<file path="config.mk">
export PLATFORM = sky130hd
export DESIGN_NAME = rxdb_trimmer
export DESIGN_NICKNAME = d
export VERILOG_FILES = /design/src/rtl/rxdb_pkg.sv /design/src/rtl/rxdb_ctrl.sv /design/src/rtl/rxdb_datapath.sv /design/src/rtl/rxdb_trimmer.sv
export SDC_FILE = /design/constraint.sdc
export NUM_CORES = 1
export LEC_CHECK = 0
export ABC_AREA = 1
export CORE_AREA = 2 2 47 49
export DETAILED_ROUTE_END_ITERATION = 10
export DIE_AREA = 0 0 49 51
export DONT_BUFFER_PORTS = 1
export GPL_TIMING_DRIVEN = 0
export PLACE_DENSITY = 0.61
export SETUP_SLACK_MARGIN = 0.5
export SLEW_MARGIN = 30
export SYNTH_ARGS = -nofsm -noshare
export SYNTH_HDL_FRONTEND = slang
export SYNTH_HIERARCHICAL = 1
export SYNTH_SLANG_ARGS = --single-unit
</file>
<file path="constraint.sdc">
create_clock -name clk -period 2.3 [get_ports clk]
set_clock_uncertainty 0.15 [all_clocks]
set_input_delay 0.23 -clock clk [delete_from_list [all_inputs] [get_ports clk]]
set_output_delay 0.23 -clock clk [all_outputs]
set_load 0.02 [all_outputs]
</file>
<file path="src/rtl/rxdb_pkg.sv">
package rxdb_pkg;
  // Strobes from the control to the datapath, one set per cycle
  typedef struct packed {
    logic capture;      // write the incoming bit into the shift register
    logic emitFull;     // present the nibble completed by this bit
    logic emitPartial;  // present the padded residue nibble at end of frame
    logic emitSerial;   // present the incoming bit alone (serial mode)
  } rxdbStrobe_t;
endpackage

</file>
<file path="src/rtl/rxdb_ctrl.sv">
module rxdb_ctrl
  import rxdb_pkg::*;
#(
  parameter int NIB_W = 4
) (
  input  logic                       clk,
  input  logic                       rst,
  input  logic                       bitValid,
  input  logic                       frameActive,
  input  logic                       serialMode,
  output rxdbStrobe_t                strobe,
  output logic [$clog2(NIB_W)-1:0]   slotIdx
);
  localparam int BYTE_W = 2 * NIB_W;
  localparam int CNT_W  = $clog2(BYTE_W);
  localparam int POS_W  = $clog2(NIB_W);

  logic             frameD;
  logic [CNT_W-1:0] bitCount;
  logic             take;
  logic             endOfFrame;
  logic             smallResidue;

  assign take         = bitValid & frameActive;
  assign endOfFrame   = frameD & ~frameActive;
  assign slotIdx      = bitCount[POS_W-1:0];
  assign smallResidue = (bitCount != '0) && (bitCount < CNT_W'(NIB_W));

  always_ff @(posedge clk) begin
    if (rst) begin
      frameD   <= 1'b0;
      bitCount <= '0;
    end else begin
      frameD <= frameActive;
      if (endOfFrame || serialMode)
        bitCount <= '0;
      else if (take)
        bitCount <= bitCount + 1'b1;
    end
  end

  always_comb begin
    strobe.capture     = take & ~serialMode;
    strobe.emitFull    = take & ~serialMode & (slotIdx == POS_W'(NIB_W - 1));
    strobe.emitPartial = endOfFrame & ~serialMode & smallResidue;
    strobe.emitSerial  = take & serialMode;
  end
endmodule

</file>
<file path="src/rtl/rxdb_datapath.sv">
module rxdb_datapath
  import rxdb_pkg::*;
#(
  parameter int NIB_W = 4
) (
  input  logic                       clk,
  input  logic                       rst,
  input  logic                       bitIn,
  input  rxdbStrobe_t                strobe,
  input  logic [$clog2(NIB_W)-1:0]   slotIdx,
  output logic [NIB_W-1:0]           rxNibble,
  output logic                       rxValid
);
  logic [NIB_W-1:0] shiftReg;
  logic [NIB_W-1:0] merged;
  logic [NIB_W-1:0] padded;

  // merged: shift register with the incoming bit in its slot
  // padded: received residue bits, ones from the next slot upward
  always_comb begin
    merged          = shiftReg;
    merged[slotIdx] = bitIn;
    for (int i = 0; i < NIB_W; i++)
      padded[i] = (i >= int'(slotIdx)) ? 1'b1 : shiftReg[i];
  end

  always_ff @(posedge clk) begin
    if (rst) begin
      shiftReg <= '0;
      rxNibble <= '0;
      rxValid  <= 1'b0;
    end else begin
      if (strobe.capture)
        shiftReg <= merged;
      rxValid <= strobe.emitFull | strobe.emitPartial | strobe.emitSerial;
      if (strobe.emitFull)
        rxNibble <= merged;
      else if (strobe.emitPartial)
        rxNibble <= padded;
      else if (strobe.emitSerial)
        rxNibble <= {{(NIB_W-1){1'b0}}, bitIn};
    end
  end
endmodule

</file>
<file path="src/rtl/rxdb_trimmer.sv">
module rxdb_trimmer
  import rxdb_pkg::*;
#(
  parameter int NIB_W = 4
) (
  input  logic             clk,
  input  logic             rst,
  input  logic             bitIn,
  input  logic             bitValid,
  input  logic             frameActive,
  input  logic             serialMode,
  output logic [NIB_W-1:0] rxNibble,
  output logic             rxValid
);
  localparam int POS_W = $clog2(NIB_W);

  rxdbStrobe_t      strobe;
  logic [POS_W-1:0] slotIdx;

  rxdb_ctrl #(.NIB_W(NIB_W)) u_ctrl (
    .clk         (clk),
    .rst         (rst),
    .bitValid    (bitValid),
    .frameActive (frameActive),
    .serialMode  (serialMode),
    .strobe      (strobe),
    .slotIdx     (slotIdx)
  );

  rxdb_datapath #(.NIB_W(NIB_W)) u_data (
    .clk      (clk),
    .rst      (rst),
    .bitIn    (bitIn),
    .strobe   (strobe),
    .slotIdx  (slotIdx),
    .rxNibble (rxNibble),
    .rxValid  (rxValid)
  );
endmodule

</file>
==> flow_summary_export.csv <==
group,metric,value,unit
critical_path,path_class,"flop to flop",
floorplan,dieArea,0.002499,sq mm
synth,ys_warn_count,6,
final_layout,area_growth,16.75,%
clocking,post_cts_buffers,0,
critical_path,crit_arrival,1.74,ns
timing,finalSetupViolations,0,
critical_path,cp_slowest_cell,"dfxtp_1",
power,internal_power,0.0003203,W
floorplan,start_util,34.38,%
grt,grt_pass1_vias,668,
clocking,clk_path_buf_depth,2,
synth,syn_inst,110,
route,drcViolationCount,0,
final_layout,fin_cells,147,
clocking,clock-root-buffer,"clkbuf_4",
status,status,"complete, no violations",
final_layout,multiInputGateArea,359.1,sq um
place,gp_congestion,0.8388,
route,finalWirelength,1641,microns
route,vias,701,
route,ant_nets,0,
grt,overflow,0,
critical_path,cpMostUsedCell,"nand2_1",
route,wl_per_cell,11.16,microns
synth,seq_area_frac_synth,36.68,%
critical_path,reg2reg_depth,10,
power,pwr-share-clk,33.6,%
clocking,htree_levels,1,
critical_path,path_cells,"ha_1, nand3_1, nor2_2, inv_1, nand2_1, inv_2, nand2_1, nand2_1, nor2_1, nor2_1",
critical_path,cp-start-kind,"flop",
floorplan,fp.dieW,49,microns
clocking,cts_tree,"yes",
job,max_cap_violations,0,
synth,ys_seq_elements,13,
place,dp_hpwl,1209,microns
grt,antenna_found_initial,0,
timing,rsz0062_at_grt,"yes",
clocking,clock-sinks,13,
timing,min_period_over_period,74.21,%
critical_path,critical_path.max_stage_delay,0.39,ns
synth,syn_area,709.4,sq um
critical_path,cp-end-kind,"flop",
timing,drv_slew,0,
route,drt_pass1_iterations,4,
floorplan,fp-row-count,17,
final_layout,fill_cells,232,
power,leakage,0.3684,nW
place,place_inst,138,
synth,ys_types,16,
timing,timing_hold_violations_final,0,
final_layout,regArea,260.3,sq um
critical_path,crit_start,"u_ctrl/bitCount[1]$_SDFFE_PP0N_",
route,first_iter_violations,26,
min_path,whs_path_depth,3,
grt,grt_max_degree,10,
grt,grt_pass1_wl,2760,microns
min_path,hold_class,"input port to flop",
grt,track_usage,14.71,%
critical_path,r2r_start,"u_ctrl/bitCount[1]$_SDFFE_PP0N_",
timing,worst_pin_slew,0.3597,ns
timing,fin_setup_tns,0,ns
power,switching_share,26.56,%
clocking,insertion_delay,0.29,ns
timing,period_needed,1.707,ns
min_path,hp-start,"serialMode",
route,vias_per_cell,4.769,
critical_path,required,2.33,ns
floorplan,core,0.002063,sq mm
critical_path,path_max_fanout,5,
synth,syn_avg_cell_area,6.449,sq um
synth,synth_nets,118,
power,peakVddDrop,0.3635,mV
clocking,cts-buffers-inserted,3,
power,pwr-share-seq,55.3,%
floorplan,die_height,51,microns
power,comb_power_share,11.1,%
floorplan,boundaryPins,11,
power,p_per_area,526.6,mW/mm^2
timing,timing.fmax,585.9,MHz
power,switchingPower,0.0001159,W
place,io_buffers,0,
final_layout,n_antenna_cell,0,
timing,slew-limit-headroom,75.94,%
clocking,clk_pin_slew,0.08,ns
final_layout,drive_gt1_share,15.13,%
final_layout,nets,128,
==> per-stage QoR <==
stage	instance area (sq um)	total power [W]	hold slack [ns]	worst slack, ns	utilization [%]
2_1_floorplan	709.4	0.0002772	0.1518	0.7672	-
3_3_place_gp	744.5	0.0002829	0.1554	0.5635	36.08
3_5_place_dp	744.5	0.0002849	0.1558	0.5201	36.08
4_1_cts	820.8	0.0004428	0.002766	0.5014	39.78
5_1_grt	828.3	0.0004566	0.01886	0.4761	40.15
6_report	828.3	0.0004361	0.008431	0.5931	40.15
==> cells by family (layout without fill, tap and decap cells) <==
kind of cell               after synthesis  in the layout  share of synthesized area [%]
buffers and inverters                   24             33                          13.75
AOI/OAI and AO/OA                       18             18                          14.29
DFF                                     13             13                          36.68
and+or+nand+nor                         53             53                          31.75
adders and majority gates                2              2                          3.527
==> flip-flops by register name, summed over array words and instances, names as in the netlist <==
name / flops
u_data/shiftReg: 4
u_data/rxNibble: 4
u_data/rxValid: 1
u_ctrl/bitCount: 3
u_ctrl/frameD: 1
==> layer usage <==
| layer | up-vias | wire [microns] | track usage, % |
|---|---|---|---|
| met5 | - | 0 | 0 |
| met4 | 0 | 16 | 5.238 |
| met3 | 2 | 136 | 6.433 |
| met2 | 29 | 810 | 26.71 |
| met1 | 310 | 678 | 15.04 |
| li1 | 360 | - | - |
==> timing repair <==
action | CTS | global route
resized for setup | 0 | 2
hold buffers | 5 | 0
endpoints found under the setup margin | 0 | 4
hold endpoints to repair | 12 | 0
==> power groups by stage <==
stage          Combinational (W)  Clock [W]  Sequential [W]
3_3_place_gp           0.0000366          0        0.000246
2_1_floorplan          0.0000316          0        0.000246
5_1_grt                0.0000552   0.000159        0.000242
3_5_place_dp           0.0000381          0        0.000247
6_report               0.0000485   0.000146        0.000241
4_1_cts                0.0000476   0.000154        0.000241
==> placed cells by master, fill, tap and decap left out <==
cell type / n
nand2_1: 24
clkbuf_1: 1
a21oi_2: 3
nand2_2: 2
inv_1: 18
o21ai_0: 4
buf_4: 2
ha_1: 2
clkbuf_4: 3
a21oi_1: 6
nor2_2: 3
o21ai_1: 5
nor3_2: 1
nand4_1: 1
dlygate4sd3_1: 5
dfxtp_1: 13
inv_2: 4
nand3_1: 10
nor2_1: 12
==> cells in the mapped netlist, drive strengths merged <==
library cell,n,area (sq um)
dfxtp,13,260.3
nand2,26,102.6
nand3,10,50.05
nand4,1,6.260
ha,2,25.02
nor2,15,61.31
a21oi,9,56.31
nor3,1,5.000
buf,2,15.01
o21ai,9,45.04
inv,22,82.57
==> path summary, 6_finish.rpt <==
path / slack, ns / endpoint
worst max-delay path: 0.59 / u_data/rxNibble[0]$_SDFFE_PP0P_
worst min-delay path: 0.008 / u_ctrl/bitCount[0]$_SDFFE_PP0N_
worst max register to register: 0.59 / u_data/rxNibble[0]$_SDFFE_PP0P_
worst min register to register: 0.38 / u_ctrl/bitCount[0]$_SDFFE_PP0N_
==> worst max-delay path, delay by kind of cell (launching register included) <==
| family | cells | cell delay [ns] |
|---|---|---|
| and+or+nand+nor | 7 | 0.71 |
| DFF | 1 | 0.39 |
| adders and majority gates | 1 | 0.19 |
| buffers and inverters | 2 | 0.15 |
==> final cells by class <==
cell class / count / area share [%]
Sequential cell: 13 / 31.42
Clock buffer: 4 / 3.172
Tap cell: 28 / 4.230
Inverter: 22 / 9.970
Multi-Input combinational cell: 73 / 43.35
Timing Repair Buffer: 5 / 6.042
Buffer: 2 / 1.813
No activity file was read; power rests on OpenSTA's default activity.
